<file path="config.mk">
export PLATFORM = sky130hd
export DESIGN_NAME = serial_frame_tx
export DESIGN_NICKNAME = d
export VERILOG_FILES = /design/src/rtl/sft_pkg.sv /design/src/rtl/sft_cfg_decode.sv /design/src/rtl/sft_parity.sv /design/src/rtl/serial_frame_tx.sv
export SDC_FILE = /design/constraint.sdc
export NUM_CORES = 1
export LEC_CHECK = 0
export CAP_MARGIN = 20
export CORE_MARGIN = 3
export CORE_UTILIZATION = 55
export DETAILED_ROUTE_END_ITERATION = 8
export GPL_TIMING_DRIVEN = 0
export PLACE_DENSITY = 0.85
export SLEW_MARGIN = 20
export SYNTH_ARGS = -nofsm -noshare
export SYNTH_HDL_FRONTEND = slang
export SYNTH_SLANG_ARGS = --single-unit
</file>
<file path="constraint.sdc">
create_clock -name clk -period 5.15 [get_ports clk]
set_input_delay 0.7725 -clock clk [delete_from_list [all_inputs] [get_ports clk]]
set_output_delay 0.7725 -clock clk [all_outputs]
set_load 0.005 [all_outputs]
</file>
<file path="src/rtl/sft_pkg.sv">
package sft_pkg;

  typedef enum logic [2:0] {
    ST_IDLE,
    ST_START,
    ST_DATA,
    ST_PAR,
    ST_STOP
  } sft_state_e;

  localparam logic [1:0] LEN_5   = 2'd0;
  localparam logic [1:0] LEN_7   = 2'd1;
  localparam logic [1:0] PAR_EVN = 2'd1;
  localparam logic [1:0] PAR_ODD = 2'd2;
  localparam logic [1:0] STP_1   = 2'd0;
  localparam logic [1:0] STP_1H  = 2'd1;

endpackage

</file>
<file path="src/rtl/sft_cfg_decode.sv">
module sft_cfg_decode #(
  parameter int DATA_W = 8,
  parameter int OSR    = 16,
  localparam int IDX_W = $clog2(DATA_W),
  localparam int CNT_W = $clog2(2 * OSR + 1)
) (
  input  logic [1:0]       len_code,
  input  logic [1:0]       par_code,
  input  logic [1:0]       stop_code,
  output logic [IDX_W-1:0] last_idx,
  output logic             par_en,
  output logic             par_odd,
  output logic [CNT_W-1:0] stop_ticks
);
  import sft_pkg::*;

  always_comb begin
    case (len_code)
      LEN_5:   last_idx = IDX_W'(4);
      LEN_7:   last_idx = IDX_W'(6);
      default: last_idx = IDX_W'(DATA_W - 1);
    endcase
  end

  always_comb begin
    par_en  = (par_code == PAR_EVN) || (par_code == PAR_ODD);
    par_odd = (par_code == PAR_ODD);
  end

  always_comb begin
    case (stop_code)
      STP_1:   stop_ticks = CNT_W'(OSR);
      STP_1H:  stop_ticks = CNT_W'(OSR + OSR / 2);
      default: stop_ticks = CNT_W'(2 * OSR);
    endcase
  end

  // every stop period lasts at least one full bit
  always_comb begin
    a_r7_stop_min: assert (stop_ticks >= CNT_W'(OSR))
      else $error("stop length below one bit");
  end

endmodule

</file>
<file path="src/rtl/sft_parity.sv">
module sft_parity #(
  parameter int DATA_W = 8,
  localparam int IDX_W = $clog2(DATA_W)
) (
  input  logic [DATA_W-1:0] word,
  input  logic [IDX_W-1:0]  last_idx,
  input  logic              odd,
  output logic              par_bit
);
  logic [DATA_W-1:0] masked;

  for (genvar g = 0; g < DATA_W; g++) begin : g_mask
    assign masked[g] = word[g] & (IDX_W'(g) <= last_idx);
  end

  assign par_bit = (^masked) ^ odd;

endmodule

</file>
<file path="src/rtl/serial_frame_tx.sv">
module serial_frame_tx #(
  parameter int DATA_W = 8,
  parameter int OSR    = 16,
  localparam int IDX_W = $clog2(DATA_W),
  localparam int CNT_W = $clog2(2 * OSR + 1)
) (
  input  logic              clk,
  input  logic              rst,
  input  logic              tick16,
  input  logic              in_valid,
  output logic              in_ready,
  input  logic [DATA_W-1:0] in_data,
  input  logic [1:0]        cfg_len,
  input  logic [1:0]        cfg_par,
  input  logic [1:0]        cfg_stop,
  output logic              tx_line
);
  import sft_pkg::*;

  sft_state_e        state;
  logic [CNT_W-1:0]  cnt;
  logic [IDX_W-1:0]  idx;
  logic [DATA_W-1:0] sh;
  logic              par_q;
  logic              pen_q;
  logic [IDX_W-1:0]  last_q;
  logic [CNT_W-1:0]  stop_q;

  logic [IDX_W-1:0]  dec_last;
  logic              dec_pen;
  logic              dec_odd;
  logic [CNT_W-1:0]  dec_stop;
  logic              dec_par;

  logic              accept;
  logic              busy_tick;
  logic [CNT_W-1:0]  limit;
  logic              slot_end;

  sft_cfg_decode #(.DATA_W(DATA_W), .OSR(OSR)) u_dec (
    .len_code  (cfg_len),
    .par_code  (cfg_par),
    .stop_code (cfg_stop),
    .last_idx  (dec_last),
    .par_en    (dec_pen),
    .par_odd   (dec_odd),
    .stop_ticks(dec_stop)
  );

  sft_parity #(.DATA_W(DATA_W)) u_par (
    .word    (in_data),
    .last_idx(dec_last),
    .odd     (dec_odd),
    .par_bit (dec_par)
  );

  assign accept    = in_valid && in_ready;
  assign busy_tick = tick16 && (state != ST_IDLE);
  assign limit     = (state == ST_STOP) ? stop_q : CNT_W'(OSR);
  assign slot_end  = (cnt == limit - CNT_W'(1));

  always_ff @(posedge clk) begin
    if (rst) begin
      state    <= ST_IDLE;
      tx_line  <= 1'b1;
      in_ready <= 1'b1;
      cnt      <= '0;
      idx      <= '0;
      sh       <= '0;
      par_q    <= 1'b0;
      pen_q    <= 1'b0;
      last_q   <= '0;
      stop_q   <= CNT_W'(OSR);
    end else if (state == ST_IDLE) begin
      if (accept) begin
        sh       <= in_data;
        last_q   <= dec_last;
        pen_q    <= dec_pen;
        stop_q   <= dec_stop;
        par_q    <= dec_par;
        cnt      <= '0;
        idx      <= '0;
        state    <= ST_START;
        tx_line  <= 1'b0;
        in_ready <= 1'b0;
      end
    end else if (busy_tick) begin
      if (!slot_end) begin
        cnt <= cnt + CNT_W'(1);
      end else begin
        cnt <= '0;
        case (state)
          ST_START: begin
            state   <= ST_DATA;
            tx_line <= sh[0];
          end
          ST_DATA: begin
            if (idx == last_q) begin
              if (pen_q) begin
                state   <= ST_PAR;
                tx_line <= par_q;
              end else begin
                state   <= ST_STOP;
                tx_line <= 1'b1;
              end
            end else begin
              idx     <= idx + IDX_W'(1);
              sh      <= sh >> 1;
              tx_line <= sh[1];
            end
          end
          ST_PAR: begin
            state   <= ST_STOP;
            tx_line <= 1'b1;
          end
          default: begin
            state    <= ST_IDLE;
            tx_line  <= 1'b1;
            in_ready <= 1'b1;
          end
        endcase
      end
    end
  end

  a_r1_idle_high: assert property (@(posedge clk) disable iff (rst)
    in_ready |-> tx_line);

  a_r2_accept_start: assert property (@(posedge clk) disable iff (rst)
    accept |=> (!tx_line && !in_ready));

  a_r10_line_on_tick: assert property (@(posedge clk) disable iff (rst)
    (!in_ready && !tick16) |=> $stable(tx_line));

  a_r8_release_from_stop: assert property (@(posedge clk) disable iff (rst)
    $rose(in_ready) |-> (tx_line && $past(state == ST_STOP)));

  a_r9_cfg_hold: assert property (@(posedge clk) disable iff (rst)
    (!in_ready && $past(!in_ready)) |-> ($stable(stop_q) && $stable(pen_q) && $stable(last_q)));

  a_r6_parity_only_when_on: assert property (@(posedge clk) disable iff (rst)
    (state == ST_PAR) |-> pen_q);

endmodule

</file>
==> metrics, run 1 <==
maximum clock frequency=just under 400 MHz; # rows=19; Syn Inst Count=182; PortBufs=19; Fin. Hold Viols=0; Netlist cell types=40; Setup WS pre-CTS=2400 ps; pin count of the biggest net entering global routing=11; via count=1435; clock buffer count from CTS=5; CP Max Fanout=10; VDD IR max=around 0.23 mV; # setup viols final=0; RSZ-0062 raised after global routing=no; Slew Limit Fails=0; Final min period=2600 ps; Final WS setup=2550 ps; ys async rst share=0%; Yosys top cell by area=dfxtp_1; Detailed Routing Iterations Pass 1=4; post-route ant nets=0; worst setup path class=reg2reg; top-count cell post-synth=dfxtp_1; DRT iter0 DRCs=77; Top FF cell, synth=dfxtp_1; critical path launch point type=flop; synth cell count leaders=dfxtp_1, a21oi_1, nor2_1, xnor2_1, nand2_1; RD Place Congestion=0.819; # Max-Cap Violations=0; layout cells sized above 1=8.65%; first-pass GRT wire length=5.95 mm; Hold Path Depth=2; Crit path arrival time=2820 ps; Final Cycle Share=50.4%; Worst-Margin Slew=~590 ps; Die W=about 61 um; Final Net Count=230; number of global-route vias before repair=1339; hold_buf cts=0; die height=60.6 um; Avg Cell Area, Syn=between 8 and 9 um2; total track usage=22.4%; Lkg Pwr=0.694 nW; fraction of the yosys area taken by sequential cells=36.7%; cts repair resizes=0; Post-DP Area=0.00187 mm2; total global routing overflow=0; TritonCTS clock tree=yes; HP Class=reg2reg; Area Overhead vs Synth=16.7%; status=complete, no violations; Req. time, crit path=approximately 5400 ps; Final Cell Area=approximately 0.0019 mm2; top cell type's share of synthesized area=36.7%; clk buf depth=2; Synthesis Warnings=0; setup bufs post-CTS=0; clk_skew=7.63 ps; final wirelength=3.59 mm; core footprint=about 0.0028 mm2; relative slew slack=between 60% and 70%; final setup TNS=0 ps; Clock Latency Late Sink=between 300 and 400 ps; DP HPWL=2.64 mm; Root Buffer=clkbuf_4; vias per std cell=6.00; CTS sink cnt=30; Diodes inserted=0; largest cells by area after synthesis=dfxtp_1, xnor2_1, a21oi_1; worst r2r path cells=9; Die ar.=0.00367 mm2; H-tree Lvls=2; initial antenna violation count=0; Syn Nets=204; # IOs=20; Starting Density=58.4%; Worst-path clk slew=90 ps; power density cells=294 mW/mm2; # DRC=0; Yosys reg bits=30; Mapped Area=0.00164 mm2; number of flops mapped to enable cells by yosys=0; Crit. End Element=flop; wire per inst=15.0 um
## final timing paths
path,end,slack (ps),start
worst min-delay path,stop_q[3],470,stop_q[3]
worst max register to register,sh[6],2550,state[1]
worst min register to register,stop_q[3],470,stop_q[3]
worst max-delay path,sh[6],2550,state[1]
## where the power goes
group          switching (W)  internal [W]  leakage, nW
registers          0.0000163      0.000257        0.246
logic              0.0000916     0.0000736        0.423
clock network      0.0000725     0.0000514       0.0254
## cells by family after synthesis
kind of cell    count (synthesis)  share of synthesized area, %
simple gates                   56                          17.5
compound gates                 49                          22.2
flops                          30                          36.7
xor+xnor                       20                          11.6
buf+inv                        16                          4.74
mux                             7                          4.28
fa+ha+maj                       4                          3.06
## placed cells by master, fill, tap and decap left out, types with 2 or more instances in the layout
cell,netlist,final
dfxtp_1,30,30
clkdlybuf4s50_1,0,19
a21oi_1,17,17
nor2_1,15,15
xnor2_1,15,15
nand2_1,13,13
inv_1,9,9
o21ai_0,8,8
a211oi_1,8,8
nor3_1,7,7
nand3_1,7,7
mux2i_1,7,7
clkbuf_1,3,5
clkbuf_4,0,5
ha_1,4,4
and3_1,3,3
xor2_1,3,3
a31oi_1,3,3
buf_6,2,2
buf_2,2,2
and4bb_1,2,2
xnor2_2,2,2
o41ai_4,2,2
nand2b_1,2,2
## layout make-up
class	count	area, um2
Multi-Input combinational cell	136	960
Fill cell	236	893
Sequential cell	30	601
Timing Repair Buffer	19	190
Clock buffer	7	45.0
Buffer	7	43.8
Tap cell	31	38.8
Inverter	9	33.8
## layer usage
metal	share of wire [%]	vias up	global-route usage, %
met2	48	47	35.0
met4	2.4	0	12.1
met1	43	671	27.8
met5	0	-	0
met3	6.8	9	6.38
li1	-	708	-
## registers in the layout (all words and copies together) (netlist names), 3 cells and up
register and flops:
state 3, sh 8, idx 3, stop_q 3
last_q 3, cnt 6
## worst max-delay path, cell delays in order (launching register included)
cell and delay (ps):
dfxtp_1 360, buf_6 160, and4bb_1 320, inv_1 60
ha_1 200, xnor2_1 250, xnor2_2 190, o41ai_4 590
a21oi_1 130, a211oi_1 250
## per-stage QoR
step / total power, W / utilization, % / hold slack (ps) / cells
floorplan: 0.000391 / - / 427 / 182
global placement: 0.000435 / 66.5 / 437 / 232
detailed placement: 0.000441 / 66.5 / 471 / 232
CTS: 0.000566 / 68.2 / 480 / 239
global route: 0.000601 / 68.2 / 498 / 239
finish: 0.000562 / 68.2 / 469 / 239
(Power assumes the default switching activity.)
==> run 2, diff against run 1 <==
==> constraint.sdc (replaced) <==
create_clock -name clk -period 2.6 [get_ports clk]
set_input_delay 0.39 -clock clk [delete_from_list [all_inputs] [get_ports clk]]
set_output_delay 0.39 -clock clk [all_outputs]
set_load 0.005 [all_outputs]
==> metrics, run 2 (same netlist as run 1, synthesis figures left out) <==
area occupied by registers=601 um2; HP Class=reg2reg; first-pass GRT wire length=5.95 mm; status=complete, no violations; max FFs per register=8; VDD IR max=roughly 0.45 mV; maximum clock frequency=394 MHz; Worst-Margin Slew=788 ps; TritonCTS clock tree=yes; Worst-path clk slew=90 ps; pin count of the biggest net entering global routing=11; worst setup path class=reg2reg; Hold Path Depth=2; Slew Limit Fails=0; clock buffer count from CTS=5; RD Place Congestion=0.819; critical path launch point type=flop; PortBufs=19; vias per std cell=6.13; wire per inst=15.6 um; CP Max Fanout=10; Root Buffer=clkbuf_4; Final Cycle Share=97.7%; initial antenna violation count=0; hold_buf cts=0; Crit path arrival time=between 2000 and 3000 ps; Largest Register=sh; most common cell after layout, fill and taps aside=dfxtp_1; largest registers=sh: 8 flops, cnt: 6 flops; critical path cell sequence=buf_6 > and4bb_2 > inv_1 > ha_1 > xnor2_2 > xnor2_2 > o41a_1 > o311ai_2 > o21ai_1; multi-input logic area=985 um2; Starting Density=58.4%; Crit. End Element=flop; relative slew slack=a little under half; Final Net Count=235; # rows=19; post-route ant nets=0; placed instance count=232; final cell count without fillers=244; CP max stage delay=560 ps; clk_skew=just over 8 ps; Core Util, Final=roughly 70%; power density cells=572 mW/mm2; Die W=60.6 um; CTS sink cnt=30; Fin. Hold Viols=0; number of fill cells=227; Clock Latency Late Sink=320 ps; CP max-delay cell=o41a_1; # DRC=0; DRT iter0 DRCs=around 120; Final min period=2540 ps; Most common cell on crit path=xnor2_2; # Max-Cap Violations=0; # IOs=20; core footprint=0.00281 mm2; Detailed Routing Iterations Pass 1=4; Area Overhead vs Synth=20.2%; Lkg Pwr=0.715 nW; most frequent cells in the layout=dfxtp_1, clkdlybuf4s50_1, a21oi_1, nor2_1, xnor2_1; Hold Slack=between 400 and 500 ps; clk buf depth=2; final wirelength=between 3 and 4 mm; total track usage=22.4%; Diodes inserted=0; DP HPWL=2.64 mm; number of global-route vias before repair=1339; Req. time, crit path=roughly 2800 ps; worst r2r path cells=9; H-tree Lvls=2; Die ar.=0.00367 mm2; layout cells sized above 1=between 10% and 20%; # setup viols final=0; die height=between 60 and 70 um; total global routing overflow=0; via count=~1.5k
run 2: layer usage:
| layer | up-vias | track usage, % | routed length (um) |
|---|---|---|---|
| met4 | 0 | 12.1 | 89 |
| met2 | 69 | 35.0 | 1850 |
| li1 | 722 | - | - |
| met5 | - | 0 | 0 |
| met1 | 695 | 27.8 | 1610 |
| met3 | 9 | 6.38 | 257 |
run 2: timing repair:
item | 4_1_cts | 5_1_grt
gates resized for setup | 0 | 5
buffers inserted | 0 | 4
setup endpoints to repair | 0 | 18
run 2: critical path, delay by kind of cell (launching register included):
family / cells / cell delay (ps)
AO/OA/AOI/OAI: 3 / 930
flip-flops: 1 / 350
adder cells (fa/ha/maj): 1 / 220
buffers and inverters: 2 / 210
XOR/XNOR: 2 / 370
AND/OR/NAND/NOR: 1 / 330
run 2: report_power, final:
group / total (W) / switching, W / leakage [nW] / internal, W
clock network: 0.000246 / 0.000144 / 0.0254 / 0.000102
registers: 0.000541 / 0.0000333 / 0.246 / 0.000508
logic: 0.000339 / 0.000189 / 0.443 / 0.000150
run 2: final timing paths:
check	slack [ps]	start	to
setup reg to reg	60	state[1]	idx[2]
hold reg to reg	470	stop_q[3]	stop_q[3]
hold / removal	470	stop_q[3]	stop_q[3]
setup / recovery	60	state[1]	idx[2]
run 2: stage by stage:
stage	TNS [ps]	worst slack [ps]	power, W	area (um2)
global placement	0	104	0.000862	1870
CTS	0	17.2	0.00112	1910
global route	-122	-32.6	0.00120	1970
detailed placement	0	54.4	0.000874	1870
finish	0	60.9	0.00113	1970
floorplan	0	248	0.000775	1640
run 2: final cells by class:
cell class,instances,area share (%)
inverter,9,1.72
sequential,30,30.5
tap,31,1.97
buffer,7,2.35
multi-input combinational,137,50.0
timing repair buffer,23,11.2
clock buffer,7,2.29
